## src/rtl/rbd_pkg.sv

```systemverilog
package rbd_pkg;

  localparam int unsigned CH_N        = 2;
  localparam int unsigned RK_PER_CH   = 4;
  localparam int unsigned BND_W       = 8;
  localparam int unsigned GRAIN_SHIFT = 25;
  localparam int unsigned ILV_BIT     = 7;
  localparam int unsigned SEL_W       = 4;

  localparam logic [2:0] PG_NONE = 3'b000;
  localparam logic [2:0] PG_4K   = 3'b010;
  localparam logic [2:0] PG_8K   = 3'b011;
  localparam logic [2:0] PG_16K  = 3'b100;

  function automatic logic page_ok(input logic [2:0] code);
    return (code == PG_4K) || (code == PG_8K) || (code == PG_16K);
  endfunction

  function automatic logic page_rsvd(input logic [2:0] code);
    return !page_ok(code) && (code != PG_NONE);
  endfunction

endpackage

```

## src/rtl/rbd_cfg_regs.sv

```systemverilog
module rbd_cfg_regs #(
  parameter int unsigned CH  = rbd_pkg::CH_N,
  parameter int unsigned RPC = rbd_pkg::RK_PER_CH,
  parameter int unsigned BW  = rbd_pkg::BND_W,
  parameter int unsigned SW  = rbd_pkg::SEL_W
) (
  input  logic                     clk,
  input  logic                     rst_n,
  input  logic                     wr_en_i,
  input  logic [SW-1:0]            wr_sel_i,
  input  logic [BW-1:0]            wr_data_i,
  output logic [CH*RPC-1:0][BW-1:0] bnd_o,
  output logic [CH*RPC-1:0][2:0]    attr_o
);

  localparam int unsigned NR = CH * RPC;
  localparam int unsigned NA = NR / 2;

  logic [NR-1:0][BW-1:0] bnd_q, bnd_d;
  logic [NR-1:0][2:0]    attr_q, attr_d;
  logic                  unused_rsvd_bits;

  assign unused_rsvd_bits = wr_data_i[3] ^ wr_data_i[BW-1];

  // next state: limit bytes first, then paired code bytes
  always_comb begin
    bnd_d  = bnd_q;
    attr_d = attr_q;
    if (wr_en_i) begin
      for (int i = 0; i < int'(NR); i++) begin
        if (wr_sel_i == SW'(i)) bnd_d[i] = wr_data_i;
      end
      for (int k = 0; k < int'(NA); k++) begin
        if (wr_sel_i == SW'(int'(NR) + k)) begin
          attr_d[2*k]   = wr_data_i[2:0];
          attr_d[2*k+1] = wr_data_i[6:4];
        end
      end
    end
  end

  always_ff @(posedge clk or negedge rst_n) begin
    if (!rst_n) begin
      bnd_q  <= '0;
      attr_q <= '0;
    end else begin
      bnd_q  <= bnd_d;
      attr_q <= attr_d;
    end
  end

  assign bnd_o  = bnd_q;
  assign attr_o = attr_q;

  AST_WR_LIMIT_TAKES: assert property (@(posedge clk) disable iff (!rst_n)
    (wr_en_i && wr_sel_i == '0) |=> (bnd_q[0] == $past(wr_data_i)));

endmodule

```

## src/rtl/rbd_mode.sv

```systemverilog
module rbd_mode #(
  parameter int unsigned CH  = rbd_pkg::CH_N,
  parameter int unsigned RPC = rbd_pkg::RK_PER_CH,
  parameter int unsigned BW  = rbd_pkg::BND_W,
  parameter int unsigned LW  = BW + $clog2(CH)
) (
  input  logic [CH*RPC-1:0][BW-1:0] bnd_i,
  input  logic [CH*RPC-1:0][2:0]    attr_i,
  output logic                      ilv_o,
  output logic                      cfg_err_o,
  output logic [CH*RPC-1:0][LW-1:0] lim_o,
  output logic [CH*RPC-1:0]         pop_o,
  output logic [LW-1:0]             total_o
);

  localparam int unsigned NR = CH * RPC;

  logic [NR-1:0][LW-1:0] lim_asym, base_asym, lim_ilv, base_ilv, base_sel;
  logic [LW-1:0]         total_asym, off, prev;

  // interleave detection and reserved-code scan
  always_comb begin
    ilv_o     = 1'b1;
    cfg_err_o = 1'b0;
    for (int i = 0; i < int'(NR); i++) begin
      if (rbd_pkg::page_rsvd(attr_i[i])) cfg_err_o = 1'b1;
    end
    for (int c = 1; c < int'(CH); c++) begin
      for (int r = 0; r < int'(RPC); r++) begin
        if (bnd_i[c*RPC+r] != bnd_i[r] || attr_i[c*RPC+r] != attr_i[r]) ilv_o = 1'b0;
      end
    end
  end

  // asymmetric layout: channels stacked in order
  always_comb begin
    lim_asym  = '0;
    base_asym = '0;
    off       = '0;
    prev      = '0;
    for (int c = 0; c < int'(CH); c++) begin
      prev = off;
      for (int r = 0; r < int'(RPC); r++) begin
        lim_asym[c*RPC+r]  = off + LW'(bnd_i[c*RPC+r]);
        base_asym[c*RPC+r] = prev;
        prev               = lim_asym[c*RPC+r];
      end
      off = lim_asym[c*RPC+RPC-1];
    end
    total_asym = off;
  end

  // interleaved layout: channel 0 limits scaled by channel count
  always_comb begin
    lim_ilv  = '0;
    base_ilv = '0;
    for (int r = 0; r < int'(RPC); r++) begin
      lim_ilv[r]  = LW'(bnd_i[r]) * LW'(CH);
      base_ilv[r] = (r == 0) ? '0 : LW'(bnd_i[r-1]) * LW'(CH);
    end
  end

  always_comb begin
    lim_o    = ilv_o ? lim_ilv  : lim_asym;
    base_sel = ilv_o ? base_ilv : base_asym;
    total_o  = ilv_o ? LW'(bnd_i[RPC-1]) * LW'(CH) : total_asym;
    for (int i = 0; i < int'(NR); i++) begin
      pop_o[i] = rbd_pkg::page_ok(attr_i[i]) && (lim_o[i] > base_sel[i]);
    end
  end

endmodule

```

## src/rtl/rbd_lookup.sv

```systemverilog
module rbd_lookup #(
  parameter int unsigned CH  = rbd_pkg::CH_N,
  parameter int unsigned RPC = rbd_pkg::RK_PER_CH,
  parameter int unsigned LW  = rbd_pkg::BND_W + $clog2(rbd_pkg::CH_N),
  localparam int unsigned CW = (CH > 1) ? $clog2(CH) : 1,
  localparam int unsigned RW = (RPC > 1) ? $clog2(RPC) : 1
) (
  input  logic [LW-1:0]             grain_i,
  input  logic [CW-1:0]             csel_i,
  input  logic                      ilv_i,
  input  logic [CH*RPC-1:0][LW-1:0] lim_i,
  input  logic [CH*RPC-1:0]         pop_i,
  input  logic [CH*RPC-1:0][2:0]    attr_i,
  output logic                      hit_o,
  output logic [RW-1:0]             rank_o,
  output logic [CW-1:0]             chan_o,
  output logic [2:0]                page_o
);

  localparam int unsigned NR = CH * RPC;
  localparam int unsigned IW = $clog2(NR);

  logic          found;
  logic [IW-1:0] sel;

  // lowest index whose limit lies above the address wins
  always_comb begin
    found = 1'b0;
    sel   = '0;
    for (int i = int'(NR) - 1; i >= 0; i--) begin
      if (lim_i[i] > grain_i) begin
        found = 1'b1;
        sel   = IW'(i);
      end
    end
  end

  always_comb begin
    hit_o  = found && pop_i[sel];
    rank_o = '0;
    chan_o = '0;
    page_o = '0;
    if (hit_o) begin
      rank_o = sel[RW-1:0];
      chan_o = ilv_i ? csel_i : sel[IW-1:RW];
      page_o = attr_i[sel];
    end
  end

endmodule

```

## src/rtl/rbd_decoder.sv

```systemverilog
module rbd_decoder #(
  parameter int unsigned CH_N        = rbd_pkg::CH_N,
  parameter int unsigned RK_PER_CH   = rbd_pkg::RK_PER_CH,
  parameter int unsigned BND_W       = rbd_pkg::BND_W,
  parameter int unsigned GRAIN_SHIFT = rbd_pkg::GRAIN_SHIFT,
  parameter int unsigned ILV_BIT     = rbd_pkg::ILV_BIT,
  parameter int unsigned SEL_W       = rbd_pkg::SEL_W
) (
  input  logic                                          clk,
  input  logic                                          rst_n,
  input  logic                                          wr_en_i,
  input  logic [SEL_W-1:0]                              wr_sel_i,
  input  logic [BND_W-1:0]                              wr_data_i,
  input  logic [GRAIN_SHIFT+BND_W+$clog2(CH_N)-1:0]     addr_i,
  output logic                                          hit_o,
  output logic [$clog2(RK_PER_CH)-1:0]                  rank_o,
  output logic [$clog2(CH_N)-1:0]                       chan_o,
  output logic [2:0]                                    page_o,
  output logic                                          ilv_o,
  output logic                                          cfg_err_o
);

  localparam int unsigned NR     = CH_N * RK_PER_CH;
  localparam int unsigned LW     = BND_W + $clog2(CH_N);
  localparam int unsigned ADDR_W = GRAIN_SHIFT + LW;
  localparam int unsigned CW     = $clog2(CH_N);
  localparam int unsigned RW     = $clog2(RK_PER_CH);

  logic [NR-1:0][BND_W-1:0] bnd;
  logic [NR-1:0][2:0]       attr;
  logic [NR-1:0][LW-1:0]    lim;
  logic [NR-1:0]            pop;
  logic [LW-1:0]            total;
  logic [LW-1:0]            grain;
  logic                     ilv;

  logic          hit_d, hit_q;
  logic [RW-1:0] rank_d, rank_q;
  logic [CW-1:0] chan_d, chan_q;
  logic [2:0]    page_d, page_q;
  logic          unused_addr_low;

  assign grain           = addr_i[ADDR_W-1:GRAIN_SHIFT];
  assign unused_addr_low = ^{addr_i[GRAIN_SHIFT-1:ILV_BIT+CW], addr_i[ILV_BIT-1:0]};

  rbd_cfg_regs #(.CH(CH_N), .RPC(RK_PER_CH), .BW(BND_W), .SW(SEL_W)) u_regs (
    .clk       (clk),
    .rst_n     (rst_n),
    .wr_en_i   (wr_en_i),
    .wr_sel_i  (wr_sel_i),
    .wr_data_i (wr_data_i),
    .bnd_o     (bnd),
    .attr_o    (attr)
  );

  rbd_mode #(.CH(CH_N), .RPC(RK_PER_CH), .BW(BND_W), .LW(LW)) u_mode (
    .bnd_i     (bnd),
    .attr_i    (attr),
    .ilv_o     (ilv),
    .cfg_err_o (cfg_err_o),
    .lim_o     (lim),
    .pop_o     (pop),
    .total_o   (total)
  );

  rbd_lookup #(.CH(CH_N), .RPC(RK_PER_CH), .LW(LW)) u_lookup (
    .grain_i (grain),
    .csel_i  (addr_i[ILV_BIT +: CW]),
    .ilv_i   (ilv),
    .lim_i   (lim),
    .pop_i   (pop),
    .attr_i  (attr),
    .hit_o   (hit_d),
    .rank_o  (rank_d),
    .chan_o  (chan_d),
    .page_o  (page_d)
  );

  // single output register stage
  always_ff @(posedge clk or negedge rst_n) begin
    if (!rst_n) begin
      hit_q  <= 1'b0;
      rank_q <= '0;
      chan_q <= '0;
      page_q <= '0;
    end else begin
      hit_q  <= hit_d;
      rank_q <= rank_d;
      chan_q <= chan_d;
      page_q <= page_d;
    end
  end

  assign hit_o  = hit_q;
  assign rank_o = rank_q;
  assign chan_o = chan_q;
  assign page_o = page_q;
  assign ilv_o  = ilv;

  AST_MISS_ZERO: assert property (@(posedge clk) disable iff (!rst_n)
    !hit_o |-> (rank_o == '0 && chan_o == '0 && page_o == '0));

  AST_HIT_PAGE_VALID: assert property (@(posedge clk) disable iff (!rst_n)
    hit_o |-> (page_o == 3'b010 || page_o == 3'b011 || page_o == 3'b100));

  AST_ABOVE_TOTAL_MISS: assert property (@(posedge clk) disable iff (!rst_n)
    (grain >= total) |=> !hit_o);

  AST_ILV_CHAN_BIT: assert property (@(posedge clk) disable iff (!rst_n)
    (ilv && hit_d) |=> (chan_o == $past(addr_i[ILV_BIT +: CW])));

endmodule

```

## config.mk

```make
export PLATFORM = sky130hd
export DESIGN_NAME = rbd_decoder
export DESIGN_NICKNAME = d
export VERILOG_FILES = /design/src/rtl/rbd_pkg.sv /design/src/rtl/rbd_cfg_regs.sv /design/src/rtl/rbd_mode.sv /design/src/rtl/rbd_lookup.sv /design/src/rtl/rbd_decoder.sv
export SDC_FILE = /design/constraint.sdc
export NUM_CORES = 1
export LEC_CHECK = 0
export BUFFER_PORTS_ARGS = -buffer_cell sky130_fd_sc_hd__clkbuf_2
export CAP_MARGIN = 20
export CELL_PAD_IN_SITES_DETAIL_PLACEMENT = 1
export CELL_PAD_IN_SITES_GLOBAL_PLACEMENT = 2
export CORE_AREA = 3 3 112 222
export CTS_BUF_LIST = sky130_fd_sc_hd__clkbuf_16
export CTS_CLUSTER_SIZE = 25
export DETAILED_ROUTE_END_ITERATION = 6
export DIE_AREA = 0 0 115 225
export HOLD_SLACK_MARGIN = 0.05
export MAX_ROUTING_LAYER = met4
export PLACE_DENSITY = 0.86
export SLEW_MARGIN = 30
export SYNTH_ARGS = -nofsm -noshare
export SYNTH_HDL_FRONTEND = slang
export SYNTH_SLANG_ARGS = --single-unit
export TNS_END_PERCENT = 1
```

## constraint.sdc

```tcl
create_clock -name clk -period 8.9 [get_ports clk]
set_clock_uncertainty 0.05 [all_clocks]
set_input_delay 2.225 -clock clk [delete_from_list [all_inputs] [get_ports clk]]
set_output_delay 2.225 -clock clk [all_outputs]
set_load 0.03 [all_outputs]
```

### Yosys cells after proc, flatten, opt, wreduce, memory -nomap -nowiden

Cells that the tools add are included.

| cells by class | value |
|---|---|
| reductions and logical operators | 66 |
| multiplexer cells | 38 |
| add/subtract/negate cells | 4 |
| magnitude comparators | 17 |
| equal/unequal tests | 43 |

Operators by type and width:

| cell | number |
|---|---|
| $gt A9 B9 Y1 | 16 |
| $mux W72 | 2 |
| $eq A3 B2 Y1 const B | 16 |
| $add A8 B8 Y9 | 4 |
| $ne A8 B8 Y1 | 4 |
| $mux W3 | 10 |
| $eq A3 B3 Y1 const B | 8 |
| $reduce_and A2 Y1 | 12 |
| $reduce_bool A3 Y1 | 8 |
| $mux W1 | 23 |
| $logic_or A1 B1 Y1 | 20 |
| $logic_and A1 B1 Y1 | 17 |
| $eq A4 B3 Y1 const B | 4 |
| $eq A4 B4 Y1 const B | 4 |
| $ne A3 B3 Y1 | 4 |
| $bmux W3 S3 | 1 |
| $eq A4 B2 Y1 const B | 2 |
| $logic_not A1 Y1 | 8 |
| $eq A4 B1 Y1 const B | 1 |
| $logic_not A4 Y1 | 1 |
| $lt A3 B4 Y1 const B | 1 |
| $bmux W1 S3 | 1 |
| $mux W2 | 1 |

| word-level totals | value |
|---|---|
| word-level logic and storage cells | 188 |
| input bits | 49 |
| bits in registers | 95 |
| output and inout port bits | 9 |

### Longest topological paths before layout

| depth | value |
|---|---|
| depth in word-level cells | 20 |
| mapped depth | 23 |
| mapped depth without buffers | 22 |

### Hierarchy

A second synthesis with hierarchy kept.

| unflattened totals | value |
|---|---|
| cell total of the unflattened synthesis | 1027 |
| area total of the unflattened synthesis | 9668.0 µm² |

By module, submodules not included:

| module | seq. area each (µm²) | times used | area each (µm²) | cells an instance |
|---|---|---|---|---|
| rbd_mode | 0.0 | 1 | 3970.1 | 553 |
| rbd_cfg_regs | 2202.1 | 1 | 3448.3 | 204 |
| rbd_lookup | 0.0 | 1 | 2074.5 | 263 |
| rbd_decoder | 175.2 | 1 | 175.2 | 7 |

### Least setup slack after synthesis

No wires, ideal clock.

| path | value |
|---|---|
| path type | register to register |
| start point | register u_regs.bnd_q, in the netlist u_regs.bnd_o[25] |
| end point | register page_q[1] (netlist: page_o[1]) |
| setup slack | 4.026 ns |
| clock period less this slack | 4.874 ns |
| path buffers | 2 |
| cell stages (with the launch flop) | 20 |
| arrival | 4.713 ns |
| data required time | 8.739 ns |
| library setup time | 0.111 ns |
| cell sequence | dfrtp_1 ha_1 nor4_1 nand4_1 nor3_1 nand3_1 inv_1 clkbuf_1 clkbuf_1 nor2_1 ha_1 a211oi_2 nor2_1 or4b_4 nand3b_1 a221o_2 a21oi_2 o32ai_1 a311oi_4 a2111oi_2 |

| on the way | value |
|---|---|
| cells in the longest elaborated chain, start to end | 17 |
| elaborated cells on any way between the ends | 55 |
| classes of those cells | add/sub: 4; order compare: 16; eq/ne: 1; mux: 24; reduce/logical: 10 |

RTL lines:

| element | line | RTL |
|---|---|---|
| from (decl) | rbd_cfg_regs.sv:19 | `logic [NR-1:0][BW-1:0] bnd_q, bnd_d;` |
| from (signal assigned) | rbd_cfg_regs.sv:47 | `bnd_q <= bnd_d;` |
| $ne A8 B8 Y1 (*) | rbd_mode.sv:30 | `if (bnd_i[c*RPC+r] != bnd_i[r] \|\| attr_i[c*RPC+r] != attr_i[r]) ilv_o = 1'b0;` |
| $logic_or A1 B1 Y1 (*) | rbd_mode.sv:30 |  |
| $mux W1 (*) | rbd_mode.sv:30 |  |
| via ilv_o | rbd_decoder.sv:19 | `output logic ilv_o,` |
| $mux W72 | rbd_mode.sv:64 | `lim_o = ilv_o ? lim_ilv : lim_asym;` |
| $gt A9 B9 Y1 | rbd_lookup.sv:31 | `if (lim_i[i] > grain_i) begin` |
| $mux W3 (8 in series) | rbd_lookup.sv:31 |  |
| $bmux W1 S3 | rbd_lookup.sv:39 | `hit_o = found && pop_i[sel];` |
| $mux W1 (implied by the code) | rbd_lookup.sv:39 |  |
| $logic_and A1 B1 Y1 | rbd_lookup.sv:39 |  |
| $mux W3 (*) | rbd_lookup.sv:43 | `if (hit_o) begin` |
| via page_d[1] | rbd_decoder.sv:40 | `logic [2:0] page_d, page_q;` |
| to (signal assigned) | rbd_decoder.sv:90 | `page_q <= page_d;` |
| to (decl) | rbd_decoder.sv:40 |  |

Mark *: on every way through the listed nets, which the timed path passes. The rest lies on a longest branch. The select of a mux whose other input is x is not followed.
A chain may end at the register's enable or synchronous reset.

### Final worst setup path

| path | value |
|---|---|
| start point | register u_regs.bnd_q, in the netlist u_regs.bnd_o[30] |
| end point | register chan_q (netlist: chan_o) |

| on the way | value |
|---|---|
| cells in the longest elaborated chain, start to end | 17 |
| elaborated cells on any way between the ends | 54 |
| classes of those cells | add/sub: 4; order compare: 16; eq/ne: 1; mux: 23; reduce/logical: 10 |

RTL lines:

| element | line | RTL |
|---|---|---|
| parallel branches: the longest is 16 deep, another holds $add A8 B8 Y9 | - |  |
| $mux W1 (*) | rbd_lookup.sv:43 |  |
| via chan_d | rbd_decoder.sv:39 | `logic [CW-1:0] chan_d, chan_q;` |
| to (signal assigned) | rbd_decoder.sv:89 | `chan_q <= chan_d;` |
| to (decl) | rbd_decoder.sv:39 |  |

Mark *: on every way through the listed nets, which the timed path passes. The select of a mux whose other input is x is not followed.

==> results.py <==
metrics = {
    "status": {
        "status": "finished clean",
    },
    "synthesis": {
        "ys_async_sr_fraction_pct": 100.0,
        "mappedNetlistNets": 1252,
        "yosys_warnings": 0,
        "post_synth_num_cell_types": 60,
        "synth_cells": 1033,
        "ys_seq_area_share_pct": 25.48,
        "yosys_register_bits": 95,
        "syn-mean-instance-area_sq_um": 9.031,
        "synth_enable_flop_cells": 0,
        "cell_area_synth_sq_mm": 0.009329,
        "synth_ff_type": "dfrtp_1",
    },
    "critical_path": {
        "r2r_slack_ns": 2.54,
        "reg2reg_depth": 19,
        "r2r-end": "chan_o",
        "startpoint": "u_regs.bnd_o[30]",
        "crit_path_to": "chan_o",
        "timing.setup.critical_path_class": "reg2reg",
        "launch_instance_of_the_worst_register_to_register_path": "u_regs.bnd_o[30]",
        "worstSetupEndpointType": "register",
        "timing.critical_path.arrival_ns": 6.50,
        "worst_setup_path_start_kind": "register",
        "worst-endpoint-required_ns": 9.04,
        "crit_path_max_fanout": 29,
    },
    "placed_design": {
        "place_area_sq_mm": 0.009824,
        "detailedPlacementHpwl_um": 26200,
        "place.gp.congestion": 0.9349,
        "place_worst_setup_slack_ns": 2.572,
        "placed_cells_incl_taps": 1336,
        "port-buffer-count": 33,
    },
    "cells_and_area": {
        "layout_cell_share_with_drive_strength_beyond_1_pct": 13.76,
        "ff_latch_area_sq_mm": 0.002377,
        "design_area_sq_mm": 0.01008,
        "mostFrequentLayoutCell": "ha_1",
        "multi_input_comb_area_sq_mm": 0.006513,
        "diodes": 0,
        "final_nets": 1283,
        "layout.cells.most_common_list": "ha_1, nand2_1, dfrtp_1, inv_1, mux2_2",
        "nFillCells": 2756,
        "area_delta_synth_final_pct": 8.060,
        "stdcell_count": 1351,
    },
    "floorplanning": {
        "die_area_sq_mm": 0.02588,
        "std_cell_rows": 79,
        "initial_core_util_pct": 39.99,
        "fp.dieW_um": 115,
        "ioPinCount": 58,
        "placeableCoreArea_sq_mm": 0.02333,
        "die_height_um": 225,
    },
    "worst_hold_path": {
        "min-delay-path-class": "reg2reg",
    },
    "timing": {
        "max_clock_freq_mhz": 157.3,
        "report.final.slew_viol_count": 0,
        "final_hold_vios": 0,
        "worst_slack_ns": 2.544,
        "timing_worst_slew_pin_value_ns": 0.8235,
        "final-setup-viol-count": 0,
        "final.setup.tns_ns": 0,
        "period_needed_ns": 6.356,
        "timing.final.crit_share_pct": 71.42,
        "max_slew_margin_pct": 45.10,
        "rsz0062_at_grt": "no",
    },
    "global_routing": {
        "wire_length_of_the_first_global_routing_pass_um": 47840,
        "overall_global_routing_usage_pct": 25.43,
        "grt_pass1_vias": 8532,
        "grt_start_max_net_pins": 65,
        "grt.overflow.total": 0,
        "grt_antenna_before_repair": 0,
    },
    "routing": {
        "detailed_route_wl_um": 31120,
        "antenna_left": 0,
        "drcViolationCount": 0,
        "vias_per_cell": 5.774,
        "routed-via-count": 7800,
        "first_pass_iters": 4,
        "initialDrtViolationCount": 297,
        "route.detailed.wl_per_inst_um": 23.04,
    },
    "cts": {
        "clock_pin_slew_on_the_worst_setup_and_hold_paths_ns": 0.07,
        "ctsResizeCount": 0,
        "ctsLongestPathBuffers": 2,
        "clk_root_buffer_cell": "clkbuf_16",
        "clock_tree_from_tritoncts": "yes",
        "setup_repair_bufs_after_cts": 0,
        "clock_sinks": 95,
        "clk-insertion-delay-late_ns": 0.36,
        "numCtsBuffers": 9,
        "cts-htree-levels": 3,
        "cts-hold-fix-buffers": 0,
    },
    "pwr": {
        "total_power_w": 0.003270,
        "power_per_cell_area_mw_per_mm2": 324.4,
        "vdd_ir_drop_max_mv": 0.2630,
        "power.leakage_nw": 4.977,
    },
    "flow_run": {
        "cap_viol_max_count": 0,
    },
}
cells by family (layout without fill, tap and decap cells):
family          after synthesis  in the layout  share of synthesized area (%)
mux                         101            101                          11.94
buf+inv                     114            149                          4.761
simple gates                301            301                          15.48
xor+xnor                     59             59                          5.539
fa+ha+maj                   170            170                          23.12
compound gates              193            193                          13.68
flops                        95             95                          25.48
how the worst min path moves through the flow:
stage	startpoint	to	slack, ns	cells after the start
finish	u_regs.bnd_o[62]	u_regs.bnd_o[62]	0.46	1
floorplan	u_regs.bnd_o[56]	u_regs.bnd_o[56]	0.43	1
CTS	u_regs.bnd_o[62]	u_regs.bnd_o[62]	0.47	1
global route	u_regs.bnd_o[62]	u_regs.bnd_o[62]	0.49	1
detailed placement	u_regs.bnd_o[62]	u_regs.bnd_o[62]	0.46	1
global placement	u_regs.bnd_o[63]	u_regs.bnd_o[63]	0.45	1
metal layers:
layer  up-vias  GRT usage [%]  wire (um)
li1       3766              -          -
met1      3769          25.26      11300
met2       159          45.77      16620
met3       106          1.801        581
met4         0          17.93       2629
met5         -              -          0
sequential cells by signal (all words and copies together) (netlist names):
signal / count
page_o: 3
u_regs.attr_o: 24
rank_o: 2
u_regs.bnd_o: 64
chan_o: 1
hit_o: 1
through the flow:
step / hold WS (ns) / util (%)
global route: 0.4877 / 43.21
CTS: 0.4697 / 43.21
detailed placement: 0.4557 / 42.12
finish: 0.4630 / 43.21
global placement: 0.4466 / 42.12
floorplan: 0.4349 / -
cells in the mapped netlist (2+ instances only):
library cell  count  area (sq um)
o21a_1           10         75.07
mux2i_1          19         190.2
dfrtp_1          95          2377
fa_1              4         80.08
nor2b_1          22         137.6
clkbuf_1         20         75.07
nor4_1           12         75.07
nor2_1           60         225.2
nor3_1           18         90.09
o211ai_1          6         45.04
o21bai_1         12         90.09
ha_1            166          2077
nand4_1          25         156.4
nand3b_1          6         45.04
o221ai_1          2         17.52
a21oi_1          59         295.3
a2111oi_2         3         45.04
and2_1            4         25.02
o21ai_1           2         10.01
xnor2_1          51         446.7
nand2_1         108         405.4
a21o_1            8         60.06
a2111o_1          2         22.52
a22o_1            3         26.28
or3_1             6         37.54
a221oi_1          2         17.52
inv_1            92         345.3
o21ai_0          43         215.2
nand3_1          17         85.08
o31ai_1           6         45.04
o22ai_1           5         31.28
and4_1            3         26.28
xor2_1            8         70.07
mux2_2           82         923.4
a211oi_1          8         60.06
a31oi_1           4         25.02
nand2b_1         14         87.58
o31a_1            2         17.52
and3_1            3         18.77
layout make-up:
cell class                 instances  share of cell area [%]
multi-input combinational        824                   64.60
sequential                        95                   23.58
tap                              283                   3.512
inverter                          92                   3.426
timing repair buffer              42                   2.333
clock buffer                       9                   2.234
clock inverter                     6                  0.3103
worst max-delay path, stage by stage (launching register included):
cell,delay (ns)
dfrtp_1,0.53
ha_1,0.43
nor4_1,0.47
nand4_1,0.23
nor3_1,0.33
nand3_2,0.10
buf_4,0.27
inv_1,0.12
buf_4,0.32
nor2_1,0.14
ha_1,0.32
a211oi_2,0.21
nor2_1,0.09
or4b_4,0.52
a21oi_1,0.40
nor2_1,0.16
o21bai_4,0.50
nor4_1,0.19
a311oi_4,0.58
a21oi_1,0.20
where the power goes:
part           switching [W]  internal (W)
Clock               0.000166      0.000184
Sequential          0.000184      0.000532
Combinational        0.00126      0.000939
Total                0.00161       0.00166
Power figures use the tool's default switching activity.
